[src/rtl/blk2d_pkg.sv]
package blk2d_pkg;

    // Sequencer states of the copy engine
    typedef enum logic [2:0] {
        S_IDLE,
        S_LOAD,
        S_RD_ADDR,
        S_RD_WAIT,
        S_WR_ADDR,
        S_WR_WAIT,
        S_RETIRE
    } eng_state_e;

endpackage

[src/rtl/blk2d_req_fifo.sv]
// In-order table of accepted requests; the head is the running request.
module blk2d_req_fifo #(
    parameter int W     = 8,
    parameter int DEPTH = 4
) (
    input  logic         clk,
    input  logic         rst_n,
    input  logic         push,
    input  logic [W-1:0] push_data,
    input  logic         pop,
    output logic [W-1:0] head,
    output logic         empty,
    output logic         full
);
    localparam int PTRW = (DEPTH > 1) ? $clog2(DEPTH) : 1;
    localparam int CNTW = $clog2(DEPTH + 1);
    localparam logic [PTRW-1:0] LAST = PTRW'(DEPTH - 1);

    logic [W-1:0]    slots [DEPTH];
    logic [PTRW-1:0] wp_q, rp_q;
    logic [CNTW-1:0] used_q;

    always_ff @(posedge clk) begin
        if (push) slots[wp_q] <= push_data;
    end

    always_ff @(posedge clk or negedge rst_n) begin
        if (!rst_n) begin
            wp_q   <= '0;
            rp_q   <= '0;
            used_q <= '0;
        end else begin
            if (push) wp_q <= (wp_q == LAST) ? '0 : wp_q + PTRW'(1);
            if (pop)  rp_q <= (rp_q == LAST) ? '0 : rp_q + PTRW'(1);
            unique case ({push, pop})
                2'b10:   used_q <= used_q + CNTW'(1);
                2'b01:   used_q <= used_q - CNTW'(1);
                default: used_q <= used_q;
            endcase
        end
    end

    assign head  = slots[rp_q];
    assign empty = (used_q == '0);
    assign full  = (used_q == CNTW'(DEPTH));

endmodule

[src/rtl/blk2d_side_addr.sv]
// Address walker for one side: line base plus per-beat offset.
module blk2d_side_addr #(
    parameter int AW   = 32,
    parameter int IW   = 16,
    parameter int STEP = 8
) (
    input  logic          clk,
    input  logic          rst_n,
    input  logic          load,
    input  logic [AW-1:0] base,
    input  logic          adv,
    input  logic          new_line,
    input  logic          hold_addr,
    input  logic [IW-1:0] line_idx,
    output logic [AW-1:0] addr
);
    logic [AW-1:0] line_q, addr_q, idx_ext, next_line;

    assign idx_ext   = {{(AW-IW){line_idx[IW-1]}}, line_idx};
    assign next_line = line_q + idx_ext;

    always_ff @(posedge clk or negedge rst_n) begin
        if (!rst_n) begin
            line_q <= '0;
            addr_q <= '0;
        end else if (load) begin
            line_q <= base;
            addr_q <= base;
        end else if (adv) begin
            if (new_line) begin
                line_q <= next_line;
                addr_q <= next_line;
            end else if (!hold_addr) begin
                addr_q <= addr_q + AW'(STEP);
            end
        end
    end

    assign addr = addr_q;

endmodule

[src/rtl/blk2d_engine.sv]
// Beat sequencer: one read, then one write, per beat.
module blk2d_engine
    import blk2d_pkg::*;
#(
    parameter int AW = 32,
    parameter int CW = 16,
    parameter int IW = 16,
    parameter int PW = 3,
    parameter int TW = 4,
    parameter int DW = 64
) (
    input  logic          clk,
    input  logic          rst_n,
    input  logic          job_valid,
    input  logic [AW-1:0] job_src,
    input  logic [AW-1:0] job_dst,
    input  logic [CW-1:0] job_acnt,
    input  logic [CW-1:0] job_bcnt,
    input  logic [IW-1:0] job_sidx,
    input  logic [IW-1:0] job_didx,
    input  logic          job_sconst,
    input  logic          job_dconst,
    input  logic [PW-1:0] job_prio,
    input  logic [TW-1:0] job_tag,
    output logic          job_pop,
    output logic          rd_valid,
    input  logic          rd_ready,
    output logic [AW-1:0] rd_addr,
    output logic [PW-1:0] rd_prio,
    input  logic          rd_rsp_valid,
    input  logic [DW-1:0] rd_rsp_data,
    input  logic          rd_rsp_err,
    output logic          wr_valid,
    input  logic          wr_ready,
    output logic [AW-1:0] wr_addr,
    output logic [DW-1:0] wr_data,
    output logic [PW-1:0] wr_prio,
    input  logic          wr_rsp_valid,
    input  logic          wr_rsp_err,
    output logic          done_valid,
    output logic [TW-1:0] done_tag,
    output logic          done_err
);
    localparam int BEAT_BYTES = DW / 8;
    localparam int BSH        = $clog2(BEAT_BYTES);

    eng_state_e    state_q, state_d;
    logic [CW-1:0] beats_q, lines_q, beats_per_line;
    logic [DW-1:0] data_q;
    logic          err_q;
    logic          bad_len, rd_ok, rd_bad, wr_ok, wr_bad;
    logic          last_in_line, last_beat, load_sides;
    logic [AW-1:0] src_addr, dst_addr;

    assign beats_per_line = job_acnt >> BSH;
    assign bad_len        = (job_acnt == '0) || (job_acnt[BSH-1:0] != '0);
    assign rd_ok  = (state_q == S_RD_WAIT) && rd_rsp_valid && !rd_rsp_err;
    assign rd_bad = (state_q == S_RD_WAIT) && rd_rsp_valid &&  rd_rsp_err;
    assign wr_ok  = (state_q == S_WR_WAIT) && wr_rsp_valid && !wr_rsp_err;
    assign wr_bad = (state_q == S_WR_WAIT) && wr_rsp_valid &&  wr_rsp_err;
    assign last_in_line = (beats_q == CW'(1));
    assign last_beat    = last_in_line && (lines_q == CW'(1));
    assign load_sides   = (state_q == S_LOAD);

    blk2d_side_addr #(.AW(AW), .IW(IW), .STEP(BEAT_BYTES)) u_src (
        .clk(clk), .rst_n(rst_n), .load(load_sides), .base(job_src),
        .adv(wr_ok), .new_line(last_in_line), .hold_addr(job_sconst),
        .line_idx(job_sidx), .addr(src_addr)
    );

    blk2d_side_addr #(.AW(AW), .IW(IW), .STEP(BEAT_BYTES)) u_dst (
        .clk(clk), .rst_n(rst_n), .load(load_sides), .base(job_dst),
        .adv(wr_ok), .new_line(last_in_line), .hold_addr(job_dconst),
        .line_idx(job_didx), .addr(dst_addr)
    );

    // State register
    always_ff @(posedge clk or negedge rst_n) begin
        if (!rst_n) state_q <= S_IDLE;
        else        state_q <= state_d;
    end

    // Transitions
    always_comb begin
        state_d = state_q;
        unique case (state_q)
            S_IDLE:    if (job_valid) state_d = S_LOAD;
            S_LOAD:    state_d = (bad_len || job_bcnt == '0) ? S_RETIRE : S_RD_ADDR;
            S_RD_ADDR: if (rd_ready) state_d = S_RD_WAIT;
            S_RD_WAIT: if (rd_ok) state_d = S_WR_ADDR;
                       else if (rd_bad) state_d = S_RETIRE;
            S_WR_ADDR: if (wr_ready) state_d = S_WR_WAIT;
            S_WR_WAIT: if (wr_bad || (wr_ok && last_beat)) state_d = S_RETIRE;
                       else if (wr_ok) state_d = S_RD_ADDR;
            S_RETIRE:  state_d = S_IDLE;
            default:   state_d = S_IDLE;
        endcase
    end

    // Outputs
    always_comb begin
        rd_valid   = (state_q == S_RD_ADDR);
        wr_valid   = (state_q == S_WR_ADDR);
        done_valid = (state_q == S_RETIRE);
        job_pop    = (state_q == S_RETIRE);
        rd_addr    = src_addr;
        wr_addr    = dst_addr;
        wr_data    = data_q;
        rd_prio    = job_prio;
        wr_prio    = job_prio;
        done_tag   = job_tag;
        done_err   = err_q;
    end

    // Beat and line counters, data holding register, error status
    always_ff @(posedge clk or negedge rst_n) begin
        if (!rst_n) begin
            beats_q <= '0;
            lines_q <= '0;
            data_q  <= '0;
            err_q   <= 1'b0;
        end else begin
            if (state_q == S_LOAD) begin
                beats_q <= beats_per_line;
                lines_q <= job_bcnt;
                err_q   <= bad_len;
            end
            if (rd_ok) data_q <= rd_rsp_data;
            if (rd_bad || wr_bad) err_q <= 1'b1;
            if (wr_ok) begin
                if (last_in_line) begin
                    beats_q <= beats_per_line;
                    lines_q <= lines_q - CW'(1);
                end else begin
                    beats_q <= beats_q - CW'(1);
                end
            end
        end
    end

endmodule

[src/rtl/blk2d_mover.sv]
// Top: request table in front of the beat sequencer.
module blk2d_mover #(
    parameter int AW    = 32,
    parameter int CW    = 16,
    parameter int IW    = 16,
    parameter int PW    = 3,
    parameter int TW    = 4,
    parameter int DW    = 64,
    parameter int DEPTH = 4
) (
    input  logic          clk,
    input  logic          rst_n,
    input  logic          req_valid,
    output logic          req_ready,
    input  logic [AW-1:0] req_src,
    input  logic [AW-1:0] req_dst,
    input  logic [CW-1:0] req_acnt,
    input  logic [CW-1:0] req_bcnt,
    input  logic [IW-1:0] req_sidx,
    input  logic [IW-1:0] req_didx,
    input  logic          req_sconst,
    input  logic          req_dconst,
    input  logic [PW-1:0] req_prio,
    input  logic [TW-1:0] req_tag,
    output logic          rd_valid,
    input  logic          rd_ready,
    output logic [AW-1:0] rd_addr,
    output logic [PW-1:0] rd_prio,
    input  logic          rd_rsp_valid,
    input  logic [DW-1:0] rd_rsp_data,
    input  logic          rd_rsp_err,
    output logic          wr_valid,
    input  logic          wr_ready,
    output logic [AW-1:0] wr_addr,
    output logic [DW-1:0] wr_data,
    output logic [PW-1:0] wr_prio,
    input  logic          wr_rsp_valid,
    input  logic          wr_rsp_err,
    output logic          done_valid,
    output logic [TW-1:0] done_tag,
    output logic          done_err
);
    localparam int REQW = 2*AW + 2*CW + 2*IW + 2 + PW + TW;

    logic [REQW-1:0] head;
    logic            empty, full, pop;
    logic [AW-1:0]   h_src, h_dst;
    logic [CW-1:0]   h_acnt, h_bcnt;
    logic [IW-1:0]   h_sidx, h_didx;
    logic            h_sconst, h_dconst;
    logic [PW-1:0]   h_prio;
    logic [TW-1:0]   h_tag;

    assign req_ready = !full;

    blk2d_req_fifo #(.W(REQW), .DEPTH(DEPTH)) u_table (
        .clk(clk), .rst_n(rst_n),
        .push(req_valid && !full),
        .push_data({req_tag, req_prio, req_dconst, req_sconst, req_didx,
                    req_sidx, req_bcnt, req_acnt, req_dst, req_src}),
        .pop(pop), .head(head), .empty(empty), .full(full)
    );

    assign {h_tag, h_prio, h_dconst, h_sconst, h_didx,
            h_sidx, h_bcnt, h_acnt, h_dst, h_src} = head;

    blk2d_engine #(.AW(AW), .CW(CW), .IW(IW), .PW(PW), .TW(TW), .DW(DW)) u_eng (
        .clk(clk), .rst_n(rst_n), .job_valid(!empty),
        .job_src(h_src), .job_dst(h_dst), .job_acnt(h_acnt), .job_bcnt(h_bcnt),
        .job_sidx(h_sidx), .job_didx(h_didx),
        .job_sconst(h_sconst), .job_dconst(h_dconst),
        .job_prio(h_prio), .job_tag(h_tag), .job_pop(pop),
        .rd_valid(rd_valid), .rd_ready(rd_ready), .rd_addr(rd_addr), .rd_prio(rd_prio),
        .rd_rsp_valid(rd_rsp_valid), .rd_rsp_data(rd_rsp_data), .rd_rsp_err(rd_rsp_err),
        .wr_valid(wr_valid), .wr_ready(wr_ready), .wr_addr(wr_addr), .wr_data(wr_data),
        .wr_prio(wr_prio), .wr_rsp_valid(wr_rsp_valid), .wr_rsp_err(wr_rsp_err),
        .done_valid(done_valid), .done_tag(done_tag), .done_err(done_err)
    );

endmodule

[config.mk]
export PLATFORM = sky130hd
export DESIGN_NAME = blk2d_mover
export DESIGN_NICKNAME = d
export VERILOG_FILES = /design/src/rtl/blk2d_pkg.sv /design/src/rtl/blk2d_req_fifo.sv /design/src/rtl/blk2d_side_addr.sv /design/src/rtl/blk2d_engine.sv /design/src/rtl/blk2d_mover.sv
export SDC_FILE = /design/constraint.sdc
export NUM_CORES = 1
export LEC_CHECK = 0
export BUFFER_PORTS_ARGS = -buffer_cell sky130_fd_sc_hd__buf_2
export CORE_MARGIN = 10
export CORE_UTILIZATION = 35
export CTS_BUF_LIST = sky130_fd_sc_hd__clkbuf_4
export CTS_CLUSTER_DIAMETER = 150
export DETAILED_ROUTE_END_ITERATION = 8
export GPL_TIMING_DRIVEN = 1
export HOLD_SLACK_MARGIN = 0.12
export PLACE_DENSITY = 0.6
export SLEW_MARGIN = 25
export SYNTH_ARGS = -nofsm -noshare
export SYNTH_HDL_FRONTEND = slang
export SYNTH_HIERARCHICAL = 1
export SYNTH_SLANG_ARGS = --single-unit
[constraint.sdc]
create_clock -name clk -period 7.64 [get_ports clk]
set_clock_uncertainty 0.1 [all_clocks]
set_input_delay 0.764 -clock clk [delete_from_list [all_inputs] [get_ports clk]]
set_output_delay 0.764 -clock clk [all_outputs]
set_load 0.05 [all_outputs]
* Word-level counts from Yosys, hierarchy flattened
Memory sizes are Yosys's and may differ from the RTL's. Cells that the tools add are included.
Word-level totals: bits in registers 235, bits in latches 0, RAM bits 548, memory bits (read-only) 0, output and inout port bits 143, word-level logic and storage cells 108, memories 1
Operators by class: add/subtract/negate cells 10, multiply operators 0, div/mod/pow operators 0, $lt $le $gt $ge 0, eq/ne operators 20, shifts and indexed selects 0, multiplexer cells 36, bitwise logic cells 0, reduce and logical (&&, ||, !) cells 29
Memories:
- u_table.slots | words 4, bits a word 137, rd ports 1, clocked after Yosys merged registers in 0, write ports 1, RTL line blk2d_req_fifo.sv:19 | logic [W-1:0] slots [DEPTH];
Operator list (count):
- $mux 32 | 14
- $mux 16 | 6
- $add 32x32->32 | 2
- $add 32x4->32 const B | 2
- $eq 16x1->1 const B | 2
- $logic_not 16->1 | 2
- $sub 16x1->16 const B | 2
- $mux 3 | 8
- $pmux 3 s6 | 1
- $eq 3x3->1 const B | 4
- $logic_and 1x1->1 | 9
- $ne 3x1->1 const B | 3
- $reduce_bool 2->1 | 4
- $eq 2x2->1 const B | 3
- $eq 3x2->1 const B | 2
- $logic_not 3->1 | 2
- $pmux 3 s2 | 1
- $reduce_and 2->1 | 3
- $reduce_and 5->1 | 1
- $add 2x1->2 const B | 2
- $logic_or 1x1->1 | 4
- $mux 1 | 4
- $mux 2 | 2
- $ne 2x1->1 const B | 2
- other kinds (8) | 10

* Logic depth before layout (Yosys ltp)
Gate-level depths: netlist of the first run.
depth after elaboration 7, gate-level depth with buffers 15

* By module
The synthesis of the first run kept the hierarchy.
Modules (own cells, without submodules):
- blk2d_req_fifo | times used 1, cells an instance 754, area each 20199.4 um2, seq. area each 16631.0 um2
- blk2d_side_addr | times used 2, cells an instance 629, area each 5056.1 um2, seq. area each 1601.5 um2
- blk2d_engine | times used 1, cells an instance 442, area each 4837.1 um2, seq. area each 2502.4 um2
- blk2d_mover | times used 1, cells an instance 3, area each 13.8 um2, seq. area each 0.0 um2

* Worst setup path after synthesis of the first run
No wires, ideal clock.
path kind input -> register, from input port req_valid, to memory u_table/slots[3][0] in the netlist's numbering, enable pin, setup time 0.513 ns, arrival time 4.247 ns, required time 7.027 ns, path slack 2.780 ns, cell stages on the path 2, path buffers 0, path through nor2b_1 and2_1
On the way: longest elaborated chain between the ends 3
Ends and longest elaborated chain:
- start: declaration | RTL line blk2d_mover.sv:13 | input logic req_valid,
- $logic_and 1x1->1 | RTL line blk2d_mover.sv:58 | .push(req_valid && !full),
- $mux 1 | RTL line blk2d_req_fifo.sv:24 | if (push) slots[wp_q] <= push_data;
- $mux 1 (implied by the code) | RTL line blk2d_req_fifo.sv:24
- end: declaration | RTL line blk2d_req_fifo.sv:19
No other way between the ends.

* Final worst setup path of the first run
from register u_table.rp_q[0], to register u_eng.u_src.addr_q[23], in the netlist u_eng/u_src/addr[23]
On the way: longest elaborated chain between the ends 5, elaborated cells between the ends (all ways) 7, those cells by class add/sub: 1; eq/ne: 1; mux: 3; reduce/logical: 1; memory: 1
Ends and longest elaborated chain:
- start: declaration | RTL line blk2d_req_fifo.sv:20 | logic [PTRW-1:0] wp_q, rp_q;
- start signal: assignment | RTL line blk2d_req_fifo.sv:34 | if (pop) rp_q <= (rp_q == LAST) ? '0 : rp_q + PTRW'(1);
- $mem_v2 4x137
- named net head[111] | RTL line blk2d_mover.sv:45 | logic [REQW-1:0] head;
- $add 32x32->32 | RTL line blk2d_side_addr.sv:20 | assign next_line = line_q + idx_ext;
- $mux 32 | RTL line blk2d_side_addr.sv:30 | if (new_line) begin
- $mux 32 | RTL line blk2d_side_addr.sv:29 | end else if (adv) begin
- $mux 32 | RTL line blk2d_side_addr.sv:26 | end else if (load) begin
- end signal: assignment | RTL line blk2d_side_addr.sv:28 | addr_q <= base;
- end signal: assignment | RTL line blk2d_side_addr.sv:32 | addr_q <= next_line;
- end signal: assignment | RTL line blk2d_side_addr.sv:34 | addr_q <= addr_q + AW'(STEP);
- end: declaration | RTL line blk2d_side_addr.sv:17 | logic [AW-1:0] line_q, addr_q, idx_ext, next_line;
The timed path passes the listed nets, and every way through them passes these cells. The select of a mux whose other input is x is not followed. A chain may end at the register's enable or synchronous reset.

==> results.yml, run 1 <==
floorplanning:
  die-area_um2: 114000
  num_rows: 116
  boundaryPins: 353
  coreArea_um2: 99900
  initial_core_util_pct: 35.2
  die_w_um: 337
  die_h_um: 337
worst_setup_path:
  path_max_fanout: 28
  crit_top_cell: "a21oi_1"
  slowest_delay_ns: 0.82
  critPathKind: "flop to flop"
  cp.arrival_ns: 5.69
  start_kind: "flop"
  cp_top_family: "compound AO/OA/AOI/OAI gates"
  worstPathCellList: "buf_4 > mux4_2 > ha_1 > a211oi_1 > o21ai_0 > a221oi_1 > inv_1 > a221o_1 > a21oi_1 > xor2_1 > a21oi_1 > o221a_2"
  slowest_stage: "dfrtp_4"
  crit_path_end_kind: "flop"
  crit_buf_inv: 2
  cp.required_ns: 8.50
sta:
  slew_violations: 0
  fin_setup_tns_ns: 0
  hold_violations: 0
  relSlewSlack_pct: 33.5
  rsz0062_at_grt: "false"
  fmax_mhz: 207
  worst_pin_slew_ns: 0.995
  fin_crit_sh_pct: 63.3
  setup_viol: 0
  period_needed_ns: 4.84
synth:
  synthesis.nets: 2744
  synth_top_area_cell: "edfxtp_1"
  synth_edf_count: 548
  synthCells: 2457
  ys_warn_count: 6
  yosys_most_used_dff: "edfxtp_1"
  synthesis.area_um2: 35200
  ys_seq_elements: 783
  syn_avg_cell_area_um2: 14.3
  yosysUniqueCellTypes: 77
  synthTopCellsByArea: "edfxtp_1, dfrtp_1, mux4_2"
  seq_area_frac_synth_pct: 63.5
  synth.top_cell.area_share_pct: 46.8
  async_flop_share_pct: 30.0
drt:
  ant_nets: 0
  drc: 0
  drt_iter0_drc: 1846
  wl_per_cell_um: 20.9
  avgViaCountPerCell: 5.19
  dr_total_vias: 24014
  wl_um: 97000
  drtPass1Iterations: 5
grt:
  use_met1_pct: 22.0
  grtUsageMet2_pct: 27.3
  antenna_found_initial: 16
  grt_max_degree: 138
  grt_busiest_layer: "met2"
  grt_util_all_layers_pct: 16.9
  grt_pass1_vias: 25047
  grt_use_met3_pct: 4.09
  grt_first_pass_wirelength_um: 149000
  gr-total-overflow: 0
power_and_ir_drop:
  power_frac_comb_pct: 46.2
  p_switching_mw: 8.13
  power_density_nw_per_um2: 444
  vdd_drop_max_mv: 0.210
  seqPwrFrac_pct: 34.2
  pwr-share-clk_pct: 19.6
  internal_power_mw: 11.1
  p_leak_nw: 16.3
  p_sw_share_pct: 42.3
job:
  maxCapViolations: 0
layout:
  multi_input_area_um2: 12000
  final_cell_mix: "edfxtp_1, buf_2, clkbuf_4, dfrtp_1, dlygate4sd3_1"
  final_common_cell: "edfxtp_1"
  syn_to_final_growth_pct: 22.9
  nets: 3429
  fill_cells: 9180
  drive_above_1_share_pct: 29.5
  register_area_um2: 22300
  finish.utilization_pct: 43.3
clock_network:
  cts_tree: "done"
  clkLatencyLatePin_ns: 1.10
  clk_pin_slew_worst_paths_ns: 0.07
  root_buffer: "clkbuf_4"
  numCtsBuffers: 206
  htreeDepth: 4
  numClockSinks: 783
  clock_path_buffers: 3
run_status:
  status: "finished, final reports clean"
placement:
  routabilityCongestion: 0.835
  port_buffers: 352
  dp_hpwl_um: 63500
worst_hold_path:
  hold_class: "primary input to flop"
==> layout make-up <==
class | instances | area share (%)
Clock inverter | 70 | 0.946
Clock buffer | 314 | 5.45
Antenna cell | 14 | 0.0810
Multi-Input combinational cell | 1495 | 27.7
Inverter | 54 | 0.483
Timing Repair Buffer | 602 | 9.86
Tap cell | 1298 | 3.76
Sequential cell | 783 | 51.7
==> metal layers <==
metal	share of wire, %	vias up
li1	-	11081
met1	42	11982
met2	49	779
met3	6.6	166
met4	2.4	6
met5	0.035	-
==> worst register-to-register path: cells and delay by family, from the launching register on <==
family | cells | cell delay, ns
DFF | 1 | 0.82
adders and majority gates | 1 | 0.46
AOI/OAI and AO/OA | 7 | 1.63
buffers and inverters | 2 | 0.72
xor gates and xnor gates | 1 | 0.21
muxes | 1 | 0.82
==> synth_stat cells, types with 12 or more instances <==
cell,n
a211oi_1,39
a21o_1,38
a21oi_1,148
a221o_1,12
a221oi_1,13
a31oi_1,14
and3_1,20
buf_2,19
buf_4,14
buf_6,15
clkbuf_1,66
dfrtp_1,235
edfxtp_1,548
ha_1,74
inv_1,53
mux2_2,70
mux2i_1,21
mux4_2,137
nand2_1,146
nand2b_1,13
nand3_1,57
nand4_1,22
nor2_1,174
nor2b_1,20
nor3_1,43
nor4_1,19
o211ai_1,23
o21ai_0,136
o22ai_1,14
xnor2_1,50
xor2_1,37
==> power by group through the flow <==
| stage | registers (mW) | logic, mW | clock network (mW) |
|---|---|---|---|
| 2_1_floorplan | 7.55 | 5.65 | 0 |
| 3_3_place_gp | 6.61 | 8.70 | 0 |
| 3_5_place_dp | 6.64 | 8.74 | 0 |
| 4_1_cts | 6.57 | 8.91 | 3.91 |
| 5_1_grt | 6.71 | 9.68 | 4.15 |
| 6_report | 6.57 | 8.87 | 3.76 |
==> worst paths after layout <==
| path | startpoint | to | slack, ns | cells past startpoint |
|---|---|---|---|---|
| max in group asynchronous | rst_n | u_eng/u_src/addr[15] | 5.53 | 4 |
| min in group asynchronous | rst_n | u_eng/u_src/addr[24] | 0.65 | 3 |
| max reg2reg | u_table/rp_q[0] | u_eng/u_src/addr[23] | 2.80 | 12 |
| min reg2reg | u_table/used_q[0] | u_table/used_q[0] | 0.39 | 1 |
| min | req_dst[23] | u_table/slots[3][55] | 0.32 | 2 |
| max | u_table/rp_q[0] | u_eng/u_src/addr[23] | 2.80 | 12 |
==> metrics by stage <==
| stage | setup slack [ns] | instance area [um2] | total power, mW | hold slack (ns) | instances |
|---|---|---|---|---|---|
| final | 2.80 | 43200 | 19.2 | 0.322 | 4630 |
| after global routing | 2.41 | 43200 | 20.5 | 0.202 | 4627 |
| after CTS | 2.74 | 43200 | 19.4 | 0.126 | 4616 |
| after detailed placement | 2.74 | 38200 | 15.4 | 0.388 | 4014 |
| after global placement | 2.72 | 38200 | 15.3 | 0.384 | 4014 |
| after floorplan | 2.78 | 35200 | 13.2 | 0.357 | 2457 |
==> registers in the layout, summed over array words and instances, names as in the netlist <==
register	flops
u_table/slots	548
u_eng/wr_data	64
u_eng/u_dst/addr	32
u_eng/u_dst/line_q	32
u_eng/u_src/addr	32
u_eng/u_src/line_q	32
u_eng/beats_q	16
u_eng/lines_q	16
u_eng/state_q	3
u_table/used_q	3
u_table/rp_q	2
u_table/wp_q	2
u_eng/done_err	1
==> repair_timing <==
item	CTS	global route
resized for setup	0	0
buffers inserted	0	0
hold buffers	218	0
hold endpoints to repair	796	0
==> logic make-up after synthesis <==
kind of cell    after synthesis  share of synthesized area [%]
flops                       783                           63.5
simple gates                560                           7.50
compound gates              543                           9.94
mux                         228                           11.6
buf+inv                     179                           2.45
xor+xnor                     87                           2.17
fa+ha+maj                    77                           2.80
Power figures use the tool's default switching activity.
==> inputs of run 2 (changes only) <==
--- a/config.mk
+++ b/config.mk
@@ -13,7 +13,7 @@
 export DETAILED_ROUTE_END_ITERATION = 8
 export GPL_TIMING_DRIVEN = 1
 export HOLD_SLACK_MARGIN = 0.12
-export PLACE_DENSITY = 0.6
+export PLACE_DENSITY = 0.62
 export SLEW_MARGIN = 25
 export SYNTH_ARGS = -nofsm -noshare
 export SYNTH_HDL_FRONTEND = slang
==> constraint.sdc (replaced) <==
create_clock -name clk -period 3.9 [get_ports clk]
set_clock_uncertainty 0.1 [all_clocks]
set_input_delay 0.39 -clock clk [delete_from_list [all_inputs] [get_ports clk]]
set_output_delay 0.39 -clock clk [all_outputs]
set_load 0.05 [all_outputs]
==> run 2 against run 1 <==
  * The run now ends with negative setup slack left
  * Count of clock-buffer cells in the layout down 6
  * Non-clock buffer count up 436
  * Core utilization up 4.5 points
  * Final area up 11%
==> results.yml, run 2 (synthesized netlist as in run 1, its figures left out) <==
sta:
  worst_pin_slew_ns: 0.832
  layout_setup_ws_ns: -0.0851
  slew_violations: 0
  fin_setup_tns_ns: -0.327
  rsz0062_at_grt: "true"
  fin_crit_sh_pct: 102
  fmax_mhz: 251
  setup_viol: 6
  relSlewSlack_pct: 44.1
  period_needed_ns: 3.99
  hold_violations: 0
drt:
  avgViaCountPerCell: 5.11
  drt_iter0_drc: 1932
  drc: 0
  dr_total_vias: 25888
  drtPass1Iterations: 6
  ant_nets: 0
  wl_per_cell_um: 20.6
  wl_um: 105000
floorplanning:
  coreArea_um2: 99900
  initial_core_util_pct: 35.2
  die_h_um: 337
  die_w_um: 337
  num_rows: 116
  boundaryPins: 353
  die-area_um2: 114000
clock_network:
  cts_tree: "done"
  clock_path_buffers: 3
  numClockSinks: 783
  root_buffer: "clkbuf_4"
  clkLatencyLatePin_ns: 1.12
  htreeDepth: 4
  clk_pin_slew_worst_paths_ns: 0.07
  numCtsBuffers: 203
worst_setup_path:
  crit_path_end_kind: "flop"
  slowest_delay_ns: 0.50
  worstPathCellList: "buf_12 > buf_6 > mux4_2 > ha_4 > fa_2 > a21o_1 > nand4_1 > a21o_1 > nand4b_1 > a221o_2 > a221o_1 > a31oi_2 > xnor2_1 > a221o_1"
  critPathKind: "flop to flop"
  crit_buf_inv: 2
  cp_top_family: "compound AO/OA/AOI/OAI gates"
  cp.required_ns: 4.78
  start_kind: "flop"
  path_max_fanout: 5
  slowest_stage: "dfrtp_4"
  cp.arrival_ns: 4.87
placement:
  routabilityCongestion: 0.900
  port_buffers: 352
  postPlaceCellArea_um2: 39400
  dp_hpwl_um: 67400
  place_inst: 4154
layout:
  nets: 3862
  fin_cells: 5064
  syn_to_final_growth_pct: 35.9
  design_area_um2: 47800
  largest_register_ffs: 548
  regMostFlops: "u_table/slots"
  fill_cells: 8755
  final_common_cell: "edfxtp_1"
  drive_above_1_share_pct: 32.0
  finish.utilization_pct: 47.8
  final_cell_mix: "edfxtp_1, dlygate4sd3_1, buf_2, clkbuf_4, dfrtp_1"
power_and_ir_drop:
  p_leak_nw: 18.4
  power_frac_comb_pct: 51.7
  internal_power_mw: 24.0
  power_density_nw_per_um2: 865
  pwr-share-clk_pct: 17.4
  vdd_drop_max_mv: 0.551
  p_switching_mw: 17.3
  p_sw_share_pct: 41.9
  seqPwrFrac_pct: 30.9
grt:
  grt_util_all_layers_pct: 18.1
  grt_first_pass_wirelength_um: 159000
  grt_max_degree: 96
  grt_pass1_vias: 27155
  antenna_found_initial: 16
  gr-total-overflow: 0
run_status:
  status: "finished, violations left"
  violations: "negative setup slack"
job:
  maxCapViolations: 0
worst_hold_path:
  hold_class: "primary input to flop"
[run 2: cell types whose count changed in the layout (fill, tap and decap cells not counted), moves of 7 or more]
cell | before | now
dlygate4sd3_1 | 217 | 483
buf_4 | 28 | 169
o21ai_0 | 134 | 114
buf_12 | 4 | 21
o21ai_1 | 3 | 20
ha_1 | 74 | 60
buf_6 | 0 | 11
a211oi_1 | 39 | 31
a211oi_2 | 1 | 9
ha_2 | 0 | 7
ha_4 | 0 | 7
xnor2_1 | 50 | 43
xnor2_2 | 0 | 7
[run 2: power by group through the flow]
stage	Sequential, mW	Combinational, mW	Clock (mW)
6_report	12.8	21.4	7.21
5_1_grt	13.0	23.0	7.93
4_1_cts	12.7	20.1	7.45
3_5_place_dp	12.9	19.0	0
3_3_place_gp	12.8	18.9	0
2_1_floorplan	14.7	11.1	0
[run 2: area by class of cell]
type	count	area, um2	area share, %
sequential	783	22300	46.8
multi-input combinational	1495	12400	26.0
timing repair buffer	1038	8470	17.7
clock buffer	308	2310	4.84
tap	1298	1620	3.40
clock inverter	69	352	0.736
inverter	54	209	0.437
antenna	19	47.5	0.0995
[run 2: worst paths after layout]
path,end,depth (start not counted),slack [ns],start
hold reg to reg,u_table/used_q[2],1,0.40,u_table/used_q[2]
min in group asynchronous,u_eng/u_src/addr[10],4,0.40,rst_n
setup reg to reg,u_eng/u_dst/addr[28],14,-0.09,u_table/rp_q[0]
setup / recovery,u_eng/u_dst/addr[28],14,-0.09,u_table/rp_q[0]
max in group asynchronous,u_eng/u_src/addr[19],4,2.82,rst_n
hold / removal,u_table/wp_q[0],4,0.32,req_valid
[run 2: timing repair]
item	CTS	global route
resized for setup	23	85
hold buffers	484	0
setup buffers	8	21
endpoints found under the hold margin	970	0
endpoints found under the setup margin	23	60
pin swaps	19	47
gates cloned	0	1
[run 2: worst min-delay path: stages]
cell           delay (ns)
dlygate4sd3_1        0.53
buf_2                0.17
nor2b_1              0.22
o21ai_0              0.16
[run 2: stage by stage]
step | total power, mW | setup WS, ns | hold WS (ns)
after floorplan | 25.8 | -0.0625 | -0.00559
after global placement | 31.7 | -0.149 | 0.384
after detailed placement | 31.8 | -0.132 | 0.390
after CTS | 40.3 | -0.0635 | 0.147
after global routing | 44.0 | -0.231 | 0.241
final | 41.3 | -0.0851 | 0.319
[run 2: per-layer routing]
layer | GRT usage [%] | vias to the layer above | share of wire, %
met5 | 0 | - | 0.027
met4 | 8.01 | 6 | 3.5
met3 | 4.23 | 224 | 5.7
met2 | 30.1 | 811 | 50
met1 | 22.2 | 12864 | 41
li1 | - | 11983 | -
